==> config.mk <==
export PLATFORM = sky130hd
export DESIGN_NAME = fps_slave
export DESIGN_NICKNAME = d
export VERILOG_FILES = /design/src/rtl/fps_pkg.sv /design/src/rtl/fps_sync_edge.sv /design/src/rtl/fps_frame_ctl.sv /design/src/rtl/fps_shift_unit.sv /design/src/rtl/fps_slave.sv
export SDC_FILE = /design/constraint.sdc
export NUM_CORES = 1
export LEC_CHECK = 0
export BUFFER_PORTS_ARGS = -buffer_cell sky130_fd_sc_hd__buf_2
export CORE_UTILIZATION = 35
export CTS_CLUSTER_DIAMETER = 40
export DETAILED_ROUTE_END_ITERATION = 10
export GPL_TIMING_DRIVEN = 0
export HOLD_SLACK_MARGIN = 0.12
export PLACE_DENSITY = 0.64
export REMOVE_ABC_BUFFERS = 1
export SYNTH_ARGS = -nofsm -noshare
export SYNTH_HDL_FRONTEND = slang
export SYNTH_HIERARCHICAL = 1
export SYNTH_SLANG_ARGS = --single-unit
==> constraint.sdc <==
create_clock -name clk -period 3.11 [get_ports clk]
set_clock_uncertainty 0.15 [all_clocks]
set_input_delay 0.7775 -clock clk [delete_from_list [all_inputs] [get_ports clk]]
set_output_delay 0.7775 -clock clk [all_outputs]
set_load 0.01 [all_outputs]
==> src/rtl/fps_pkg.sv <==
package fps_pkg;

    localparam int DEF_DATA_W  = 8;
    localparam int DEF_STAGES  = 2;

    // per-input result of the synchronizer / edge detector
    typedef struct packed {
        logic lvl;
        logic rise;
        logic fall;
    } edge_info_t;

    typedef enum logic {
        FR_IDLE = 1'b0,
        FR_BUSY = 1'b1
    } fr_state_e;

    // indices into the synchronized input bank
    localparam int SIG_SCLK  = 0;
    localparam int SIG_FSYNC = 1;
    localparam int SIG_SDI   = 2;
    localparam int SIG_COUNT = 3;

    function automatic int edges_per_frame(input int data_w);
        return 2 * data_w;
    endfunction

endpackage

==> src/rtl/fps_sync_edge.sv <==
module fps_sync_edge
    import fps_pkg::*;
#(
    parameter int WIDTH  = SIG_COUNT,
    parameter int STAGES = DEF_STAGES
) (
    input  logic                          clk,
    input  logic                          rst,
    input  logic [WIDTH-1:0]              async_i,
    output edge_info_t [WIDTH-1:0]        ev_o
);

    for (genvar g = 0; g < WIDTH; g++) begin : g_bit
        logic [STAGES-1:0] chain;
        logic              prev;

        always_ff @(posedge clk) begin
            if (rst) begin
                chain <= '0;
                prev  <= 1'b0;
            end else begin
                chain <= {chain[STAGES-2:0], async_i[g]};
                prev  <= chain[STAGES-1];
            end
        end

        always_comb begin
            ev_o[g].lvl  = chain[STAGES-1];
            ev_o[g].rise = chain[STAGES-1] & ~prev;
            ev_o[g].fall = ~chain[STAGES-1] & prev;
        end
    end

endmodule

==> src/rtl/fps_frame_ctl.sv <==
module fps_frame_ctl
    import fps_pkg::*;
#(
    parameter int EDGES = 16,
    parameter int CNT_W = 5
) (
    input  logic             clk,
    input  logic             rst,
    input  logic             fs_rise,
    input  logic             sclk_rise,
    input  logic             sclk_fall,
    output logic             active_o,
    output logic [CNT_W-1:0] edge_cnt_o,
    output logic             frame_done_o
);

    fr_state_e        state;
    logic [CNT_W-1:0] cnt;
    logic             any_edge;
    logic             last_edge;

    localparam logic [CNT_W-1:0] LAST = CNT_W'(EDGES - 1);

    always_comb begin
        any_edge     = sclk_rise | sclk_fall;
        last_edge    = (cnt == LAST);
        frame_done_o = (state == FR_BUSY) && any_edge && last_edge && !fs_rise;
        active_o     = (state == FR_BUSY);
        edge_cnt_o   = cnt;
    end

    always_ff @(posedge clk) begin
        if (rst) begin
            state <= FR_IDLE;
            cnt   <= '0;
        end else if (fs_rise) begin
            // a new pulse always (re)opens the frame
            state <= FR_BUSY;
            cnt   <= '0;
        end else if (state == FR_BUSY && any_edge) begin
            if (last_edge) begin
                state <= FR_IDLE;
                cnt   <= '0;
            end else begin
                cnt <= cnt + 1'b1;
            end
        end
    end

endmodule

==> src/rtl/fps_shift_unit.sv <==
module fps_shift_unit
    import fps_pkg::*;
#(
    parameter int DATA_W = DEF_DATA_W
) (
    input  logic              clk,
    input  logic              rst,
    input  logic              frame_start,
    input  logic              active,
    input  logic              sclk_rise,
    input  logic              sclk_fall,
    input  logic              frame_done,
    input  logic              sdi_s,
    input  logic              tx_load,
    input  logic [DATA_W-1:0] tx_data,
    output logic              sdo_o,
    output logic [DATA_W-1:0] rx_data_o,
    output logic              rx_valid_o,
    output logic              tx_empty_o,
    output logic              underrun_o
);

    logic [DATA_W-1:0] hold_q;
    logic              full_q;
    logic [DATA_W-1:0] tsr_q;
    logic [DATA_W-1:0] rsr_q;
    logic [DATA_W-1:0] rx_next;

    assign rx_next    = {rsr_q[DATA_W-2:0], sdi_s};
    assign tx_empty_o = ~full_q;

    // transmit holding byte
    always_ff @(posedge clk) begin
        if (rst) begin
            hold_q <= '0;
            full_q <= 1'b0;
        end else if (tx_load) begin
            hold_q <= tx_data;
            full_q <= 1'b1;
        end else if (frame_start) begin
            full_q <= 1'b0;
        end
    end

    // transmit path
    always_ff @(posedge clk) begin
        if (rst) begin
            tsr_q      <= '0;
            sdo_o      <= 1'b0;
            underrun_o <= 1'b0;
        end else begin
            underrun_o <= 1'b0;
            if (frame_start) begin
                tsr_q      <= full_q ? hold_q : '0;
                underrun_o <= ~full_q;
                sdo_o      <= 1'b0;
            end else if (frame_done) begin
                sdo_o <= 1'b0;
            end else if (active && sclk_rise) begin
                sdo_o <= tsr_q[DATA_W-1];
                tsr_q <= {tsr_q[DATA_W-2:0], 1'b0};
            end
        end
    end

    // receive path
    always_ff @(posedge clk) begin
        if (rst) begin
            rsr_q      <= '0;
            rx_data_o  <= '0;
            rx_valid_o <= 1'b0;
        end else begin
            rx_valid_o <= 1'b0;
            if (frame_start) begin
                rsr_q <= '0;
            end else if (active && sclk_fall) begin
                rsr_q <= rx_next;
                if (frame_done) begin
                    rx_data_o  <= rx_next;
                    rx_valid_o <= 1'b1;
                end
            end
        end
    end

endmodule

==> src/rtl/fps_slave.sv <==
module fps_slave
    import fps_pkg::*;
#(
    parameter int DATA_W = DEF_DATA_W,
    parameter int STAGES = DEF_STAGES
) (
    input  logic              clk,
    input  logic              rst,
    input  logic              sclk_i,
    input  logic              fsync_i,
    input  logic              sdi_i,
    input  logic              tx_load_i,
    input  logic [DATA_W-1:0] tx_data_i,
    output logic              sdo_o,
    output logic [DATA_W-1:0] rx_data_o,
    output logic              rx_valid_o,
    output logic              tx_empty_o,
    output logic              underrun_o
);

    localparam int EDGES = edges_per_frame(DATA_W);
    localparam int CNT_W = $clog2(EDGES + 1);

    edge_info_t [SIG_COUNT-1:0] ev;
    logic [SIG_COUNT-1:0]       raw_in;
    logic                       fs_rise;
    logic                       active;
    logic [CNT_W-1:0]           edge_cnt;
    logic                       frame_done;

    always_comb begin
        raw_in            = '0;
        raw_in[SIG_SCLK]  = sclk_i;
        raw_in[SIG_FSYNC] = fsync_i;
        raw_in[SIG_SDI]   = sdi_i;
    end

    assign fs_rise = ev[SIG_FSYNC].rise;

    fps_sync_edge #(
        .WIDTH (SIG_COUNT),
        .STAGES(STAGES)
    ) u_sync (
        .clk    (clk),
        .rst    (rst),
        .async_i(raw_in),
        .ev_o   (ev)
    );

    fps_frame_ctl #(
        .EDGES(EDGES),
        .CNT_W(CNT_W)
    ) u_frame (
        .clk         (clk),
        .rst         (rst),
        .fs_rise     (fs_rise),
        .sclk_rise   (ev[SIG_SCLK].rise),
        .sclk_fall   (ev[SIG_SCLK].fall),
        .active_o    (active),
        .edge_cnt_o  (edge_cnt),
        .frame_done_o(frame_done)
    );

    fps_shift_unit #(
        .DATA_W(DATA_W)
    ) u_shift (
        .clk        (clk),
        .rst        (rst),
        .frame_start(fs_rise),
        .active     (active),
        .sclk_rise  (ev[SIG_SCLK].rise),
        .sclk_fall  (ev[SIG_SCLK].fall),
        .frame_done (frame_done),
        .sdi_s      (ev[SIG_SDI].lvl),
        .tx_load    (tx_load_i),
        .tx_data    (tx_data_i),
        .sdo_o      (sdo_o),
        .rx_data_o  (rx_data_o),
        .rx_valid_o (rx_valid_o),
        .tx_empty_o (tx_empty_o),
        .underrun_o (underrun_o)
    );

endmodule

==> qor.yml, run 1 <==
drc: 0
yosysWarningCount: 6
n_antenna_cell: 0
hold_viol_final: 0
vias: 1373
cap_viol_max_count: 0
stdcell_area_mm2: 0.00212
holdBufCountCts: 0
drt_iter0_markers: 56
crit_arrival_ns: 2.68
finish.utilization: 0.410
ios: 26
cts.sinks: 49
syn_area_mm2: 0.00190
syn_area_per_cell_um2: 9.41
worstPathRequired_ns: 3.17
grt-busiest-layer: "met2"
p_comb_frac: 0.057
fin_ws_ns: 0.493
power_density_mw_per_mm2: 509
finalCriticalPeriod_ns: 2.62
clk_latency_ns: 0.30
cts_inserted_buffers: 5
grt_util_met1: 0.141
post_cts_resized: 0
final_nets: 236
gr-usage-all-layers: 0.125
met3_usage: 0.0516
overflow: 0
htreeDepth: 2
finalSetupTns_ns: 0
seq_area_um2: 981
wl_per_cell_um: 10.9
peakVddDrop_mv: 0.375
start_util: 0.367
portBuffers: 25
grt_util_met2: 0.213
n_fill_cell: 529
setup_viol: 0
dieWidth_um: 75.7
drtAntennaViolNets: 0
intPower_mw: 0.827
num_rows: 26
placed_cell_area_mm2: 0.00203
multi_input_area_um2: 831
pre_cts_slack_ns: 0.287
status: "finished, final reports clean"
dp_hpwl_mm: 2.07
timing_worst_slew_pin_value_ns: 1.26
path_class: "reg -> reg"
cts_tree: "built"
drive_gt1_frac: 0.207
clk_pin_slew_ns: 0.08
dieHeight_um: 75.7
antenna_found_initial: 0
holdWs_ns: 0.294
grt_pass1_wl_mm: 5.27
syn_inst: 202
power_frac_clock: 0.334
power_switching_mw: 0.254
drt-vias-per-instance: 4.70
rsz0062_at_grt: "no"
hp-class: "reg -> reg"
routabilityCongestion: 0.744
fmax_ghz: 0.382
dieArea_mm2: 0.00573
ctsRootBufferMaster: "clkbuf_8"
crit_path_max_fanout: 18
detailedRoute.firstPassIterationCount: 4
start_kind: "flip-flop"
grt_max_degree: 39
p_total_mw: 1.08
maxSlewHeadroom: 0.161
placeableCoreArea_mm2: 0.00517
post_cts_buffers: 0
leakage_nw: 0.879
post-place-cells: 284
worstSetupEndpointType: "flip-flop"
syn_to_final_growth_pct: 11.7
p_seq_frac: 0.609
clk_path_buf_depth: 2
grt_pass1_vias: 1229
drv_slew: 0
final_cell_count_no_fill: 292
wl_mm: 3.18
sw_frac_of_total: 0.235
post-route-period-util: 0.841
==> layout make-up <==
type	instances	area share
clock inverter	3	0.00825
clock buffer	5	0.0324
timing repair buffer	25	0.0590
sequential	49	0.462
multi-input combinational	137	0.392
tap	70	0.0413
inverter	3	0.00531
==> flip-flops by register name (all words and copies together) (netlist names), 2 cells and up <==
| signal | cells |
|---|---|
| u_sync/g_bit.prev | 2 |
| u_shift/tsr_q | 8 |
| u_sync/g_bit.chain | 6 |
| u_shift/rx_data_o | 8 |
| u_shift/hold_q | 8 |
| u_frame/edge_cnt_o | 5 |
| u_shift/rsr_q | 7 |
==> worst max-delay path: stages (launching register included) <==
cell and delay [ns]:
dfxtp_1 0.32, nor2b_1 0.97, nor3_1 0.28, nand3b_4 0.37, mux2i_1 0.18, a211oi_1 0.25
==> layer usage <==
layer	share of wire	vias to the layer above
li1	-	729
met1	0.48	614
met2	0.46	24
met3	0.043	6
met4	0.014	0
met5	0	-
==> layout by cell type (no fill, tap or decap), types with 2 or more instances in the layout <==
| cell | n |
|---|---|
| a211oi_1 | 2 |
| clkinv_2 | 2 |
| nor3_1 | 6 |
| nand3_1 | 11 |
| a2111oi_2 | 5 |
| o21ai_0 | 2 |
| a21oi_1 | 27 |
| clkbuf_8 | 5 |
| nor2_1 | 17 |
| mux2i_1 | 11 |
| inv_1 | 2 |
| nor3_2 | 2 |
| nor2b_1 | 10 |
| nand2_1 | 29 |
| dfxtp_1 | 49 |
| buf_2 | 25 |
==> worst paths after layout <==
check / from / end / slack (ns) / cells after the start
worst max register to register: u_sync/g_bit[1].chain[1] / u_shift/tsr_q[1] / 0.49 / 5
worst min-delay path: u_sync/g_bit[1].chain[0] / u_sync/g_bit[1].chain[1] / 0.29 / 1
worst max-delay path: u_sync/g_bit[1].chain[1] / u_shift/tsr_q[1] / 0.49 / 5
worst min register to register: u_sync/g_bit[1].chain[0] / u_sync/g_bit[1].chain[1] / 0.29 / 1
==> power by group through the flow <==
stage / Sequential [mW] / Clock [mW] / Combinational (mW)
floorplan: 0.669 / 0 / 0.0372
CTS: 0.658 / 0.379 / 0.0621
detailed placement: 0.673 / 0 / 0.0619
global placement: 0.672 / 0 / 0.0607
finish: 0.658 / 0.361 / 0.0615
global route: 0.661 / 0.401 / 0.0685
No activity file was read; power rests on OpenSTA's default activity.
==> inputs of run 2 (changes only) <==
Settings changed: PLACE_DENSITY 0.64 to 0.66.
Clock period 3.11 ns to 2.4 ns, I/O delays scaled along.
==> qor.yml, run 2 (synthesis gave the netlist of run 1 again) <==
status: "finished, final reports clean"  # unchanged
holdWs_ns: 0.288  # was 0.294 ns
placed_cell_area_mm2: 0.00203  # unchanged
vias: 1370  # was 1,373
n_antenna_cell: 0  # unchanged
hp-class: "reg -> reg"  # unchanged
drc: 0  # unchanged
wl_per_cell_um: 10.5  # was 10.9 um
leakage_nw: 0.886  # was 0.879 nW
detailedRoute.firstPassIterationCount: 4  # unchanged
multi_input_area_um2: 846  # was 831 um2
final_cell_count_no_fill: 294  # was 292
cts_inserted_buffers: 5  # unchanged
routabilityCongestion: 0.737  # was 0.744
placeableCoreArea_mm2: 0.00517  # unchanged
timing_worst_slew_pin_value_ns: 0.739  # was 1.26 ns
reg.largest.list: "u_shift/hold_q: 8 flops, u_shift/rx_data_o: 8 flops, u_shift/tsr_q: 8 flops"  # unchanged
rsz0062_at_grt: "no"  # unchanged
worstSetupEndpointType: "flip-flop"  # unchanged
dp_hpwl_mm: 2.04  # was 2.07 mm
finish.utilization: 0.416  # was 0.410
post-place-cells: 284  # unchanged
fmax_ghz: 0.475  # was 0.382 GHz
final_cell_mix: "48 x dfxtp_1, 29 x nand2_1, 27 x a21oi_1, 25 x buf_2, 17 x nor2_1"  # was 49 x dfxtp_1, 29 x nand2_1, 27 x a21oi_1, 25 x buf_2, 17 x nor2_1
clk_pin_slew_ns: 0.08  # about the same
peakVddDrop_mv: 0.366  # was 0.375 mV
htreeDepth: 2  # unchanged
wl_mm: 3.10  # was 3.18 mm
clk_latency_ns: 0.30  # about the same
hold_viol_final: 0  # unchanged
overflow: 0  # unchanged
reg2reg_slack_ns: 0.30  # was 0.49 ns
clk_path_buf_depth: 2  # unchanged
setup_viol: 0  # unchanged
start_util: 0.367  # unchanged
antenna_found_initial: 0  # unchanged
power_density_mw_per_mm2: 649  # was 509 mW/mm2
dieHeight_um: 75.7  # unchanged
portBuffers: 25  # unchanged
final_nets: 238  # was 236
drt_iter0_markers: 103  # was 56
finalCriticalPeriod_ns: 2.10  # was 2.62 ns
post-route-period-util: 0.877  # was 0.841
drtAntennaViolNets: 0  # unchanged
worstPathRequired_ns: 2.44  # was 3.17 ns
start_kind: "flip-flop"  # unchanged
ios: 26  # unchanged
drv_slew: 0  # unchanged
crit_path_max_fanout: 13  # was 18
cap_viol_max_count: 0  # unchanged
ctsRootBufferMaster: "clkbuf_8"  # unchanged
path_class: "reg -> reg"  # unchanged
dieArea_mm2: 0.00573  # unchanged
final_common_cell: "dfxtp_1"  # unchanged
syn_to_final_growth_pct: 13.2  # was 11.7%
maxSlewHeadroom: 0.505  # was 0.161
grt_max_degree: 39  # unchanged
p_total_mw: 1.40  # was 1.08 mW
grt_pass1_vias: 1197  # was 1,229
dieWidth_um: 75.7  # unchanged
crit_arrival_ns: 2.15  # was 2.68 ns
stdcell_area_mm2: 0.00215  # was 0.00212 mm2
n_fill_cell: 509  # was 529
grt_pass1_wl_mm: 5.30  # was 5.27 mm
seq_area_um2: 982  # was 981 um2
cts.sinks: 49  # unchanged
drive_gt1_frac: 0.223  # was 0.207
num_rows: 26  # unchanged
drt-vias-per-instance: 4.66  # was 4.70
gr-usage-all-layers: 0.124  # was 0.125
cts_tree: "built"  # unchanged
## run 2: final cells by class
| cell class | instances | area share |
|---|---|---|
| Clock buffer | 7 | 0.0355 |
| Multi-Input combinational cell | 137 | 0.393 |
| Timing Repair Buffer | 27 | 0.0652 |
| Sequential cell | 49 | 0.457 |
| Tap cell | 70 | 0.0407 |
| Clock inverter | 1 | 0.00349 |
| Inverter | 3 | 0.00524 |
## run 2: worst max-delay path, cell delays in order (launching register included)
cell       delay, ns
dfxtp_1         0.35
nor2b_4         0.31
o21ai_0         0.25
nor3_2          0.19
nand3b_4        0.29
nor3_2          0.08
a2111oi_2       0.38
## run 2: repair_timing
action                                  CTS  global route
gates cloned                              0             0
pin swaps                                 0             1
resized for setup                         5             1
setup buffers                             0             2
hold buffers                              0             0
endpoints found under the setup margin   17            15
## run 2: worst paths after layout
kind	to	depth (start not counted)	startpoint
setup / recovery	u_shift/tsr_q[5]	6	u_sync/g_bit[0].prev
hold / removal	u_sync/g_bit[0].chain[1]	1	u_sync/g_bit[0].chain[0]
setup reg to reg	u_shift/tsr_q[5]	6	u_sync/g_bit[0].prev
hold reg to reg	u_sync/g_bit[0].chain[1]	1	u_sync/g_bit[0].chain[0]
## run 2: routing by layer
layer | track usage | routed length [um] | vias to the layer above
met5 | 0 | 0 | -
met4 | 0.0556 | 42 | 0
met3 | 0.0397 | 115 | 4
met2 | 0.203 | 1390 | 24
met1 | 0.150 | 1550 | 604
li1 | - | - | 738
## run 2: through the flow
step           TNS (ns)  worst slack (ns)
5_1_grt               0            0.0877
3_3_place_gp      -4.85            -0.411
2_1_floorplan   -0.0656           -0.0219
4_1_cts               0           0.00707
6_report              0             0.295
3_5_place_dp      -5.48            -0.477
## run 2: power breakdown
part           switching, mW  internal, mW  leakage [nW]  total (mW)
logic                 0.0451        0.0352         0.448      0.0803
registers             0.0175         0.835         0.399       0.853
clock network          0.255         0.206        0.0385       0.462
==> inputs of run 3 (changes only) <==
Settings changed: BUFFER_PORTS_ARGS -buffer_cell sky130_fd_sc_hd__buf_2 to unset, DONT_BUFFER_PORTS set to 1, PLACE_DENSITY 0.66 to 0.62.
==> qor.yml, run 3 (synthesis gave the netlist of run 1 again) <==
final_cell_mix: "48 x dfxtp_1, 29 x nand2_1, 27 x a21oi_1, 17 x nor2_1"  # was 48 x dfxtp_1, 29 x nand2_1, 27 x a21oi_1, 25 x buf_2, 17 x nor2_1
overflow: 0  # unchanged
n_fill_cell: 522  # was 509
final_nets: 212  # was 238
wl_met1_mm: 1.61  # was 1.55 mm
cap_viol_max_count: 0  # unchanged
cts_tree: "built"  # unchanged
drt-vias-per-instance: 5.04  # was 4.66
wl_mm: 3.21  # was 3.10 mm
routabilityCongestion: 0.726  # was 0.737
highest_layer: "met4"  # unchanged
rsz0062_at_grt: "no"  # unchanged
detailedRoute.firstPassIterationCount: 4  # unchanged
fmax_ghz: 0.471  # was 0.475 GHz
grt_pass1_vias: 1284  # was 1,197
placeableCoreArea_mm2: 0.00517  # unchanged
clk_latency_ns: 0.29  # was 0.30 ns
gr-usage-all-layers: 0.124  # about the same
drc: 0  # unchanged
drt_iter0_markers: 75  # was 103
setup_viol: 0  # unchanged
crit_path_max_fanout: 13  # unchanged
drtAntennaViolNets: 0  # unchanged
wl_met2_mm: 1.44  # was 1.39 mm
met3_length_um: 146  # was 115 um
finish.utilization: 0.388  # was 0.416
finalSetupTns_ns: 0  # unchanged
syn_to_final_growth_pct: 5.66  # was 13.2%
drv_slew: 0  # unchanged
start_util: 0.367  # unchanged
htreeDepth: 2  # unchanged
hold_viol_final: 0  # unchanged
ios: 26  # unchanged
cts_inserted_buffers: 5  # unchanged
worstPathRequired_ns: 2.44  # about the same
pre_cts_slack_ns: -0.472  # was -0.477 ns
leakage_nw: 0.766  # was 0.886 nW
ctsRootBufferMaster: "clkbuf_8"  # unchanged
drive_gt1_frac: 0.122  # was 0.223
antenna_found_initial: 0  # unchanged
dieArea_mm2: 0.00573  # unchanged
clk_pin_slew_ns: 0.08  # about the same
crit_arrival_ns: 2.16  # was 2.15 ns
dieHeight_um: 75.7  # unchanged
dieWidth_um: 75.7  # unchanged
peakVddDrop_mv: 0.350  # was 0.366 mV
maxSlewHeadroom: 0.525  # was 0.505
vias: 1340  # was 1,370
final_common_cell: "dfxtp_1"  # unchanged
dp_hpwl_mm: 2.08  # was 2.04 mm
wl_per_cell_um: 12.0  # was 10.5 um
hp-class: "in -> reg"  # was reg -> reg
clk_path_buf_depth: 2  # unchanged
post-route-period-util: 0.885  # was 0.877
n_antenna_cell: 0  # unchanged
timing_worst_slew_pin_value_ns: 0.709  # was 0.739 ns
grt_pass1_wl_mm: 5.42  # was 5.30 mm
worstSetupEndpointType: "flip-flop"  # unchanged
fin_ws_ns: 0.277  # was 0.295 ns
path_class: "reg -> reg"  # unchanged
start_kind: "flip-flop"  # unchanged
num_rows: 26  # unchanged
power_density_mw_per_mm2: 671  # was 649 mW/mm2
reg.largest.list: "u_shift/hold_q: 8 flops, u_shift/rx_data_o: 8 flops, u_shift/tsr_q: 8 flops"  # unchanged
status: "finished, final reports clean"  # unchanged
cts.sinks: 49  # unchanged
finalCriticalPeriod_ns: 2.12  # was 2.10 ns
portBuffers: 0  # was 25
grt_max_degree: 39  # unchanged
[run 3: cell types whose count changed in the layout (fill, tap and decap cells not counted), sizes merged]
cell / delta
buf: -26
clkbuf: -2
clkinv: +1
clkinvlp: -1
[run 3: worst paths after layout]
path,endpoint,slack (ns),start,depth (start not counted)
setup / recovery,u_shift/tsr_q[4],0.28,u_sync/g_bit[0].chain[1],6
hold / removal,u_shift/underrun_o,0.22,rst,1
setup reg to reg,u_shift/tsr_q[4],0.28,u_sync/g_bit[0].chain[1],6
hold reg to reg,u_sync/g_bit[1].chain[1],0.29,u_sync/g_bit[1].chain[0],1
[run 3: critical path, stage by stage, from the launching register on]
cell and delay, ns:
dfxtp_1 0.39, nor2b_2 0.31, o21ai_0 0.22, nor3_2 0.21, nand3b_4 0.29, nor3_1 0.09
a2111oi_2 0.36
[run 3: final cells by class]
| class | instances | area [um2] | share of cell area |
|---|---|---|---|
| sequential | 49 | 982 | 0.489 |
| multi-input combinational | 137 | 846 | 0.421 |
| tap | 70 | 87.6 | 0.0436 |
| clock buffer | 5 | 68.8 | 0.0343 |
| inverter | 3 | 11.3 | 0.00561 |
| timing repair buffer | 1 | 7.51 | 0.00374 |
| clock inverter | 1 | 5.00 | 0.00249 |
[run 3: routing by layer]
metal	vias up	global-route usage
met5	-	0
met4	0	0.0370
met3	2	0.0437
met2	28	0.205
met1	629	0.151
li1	681	-
[run 3: timing repair]
action	4_1_cts	5_1_grt
gates resized for setup	5	1
hold buffers	0	0
setup buffers	0	1
pin swaps	0	1
setup endpoints to repair	17	16
[run 3: power by group]
group	switching (mW)	internal [mW]
clock	0.244	0.192
combinational	0.0289	0.0274
sequential	0.0183	0.836
total	0.292	1.06
[run 3: per-stage QoR]
step           power [mW]  hold WS, ns  cell area [um2]  cells
2_1_floorplan       0.916        0.264             1820    189
3_3_place_gp        0.926        0.267             1910    259
3_5_place_dp        0.928        0.278             1910    259
4_1_cts              1.36        0.209             2000    265
5_1_grt              1.40        0.202             2010    266
6_report             1.35        0.219             2010    266
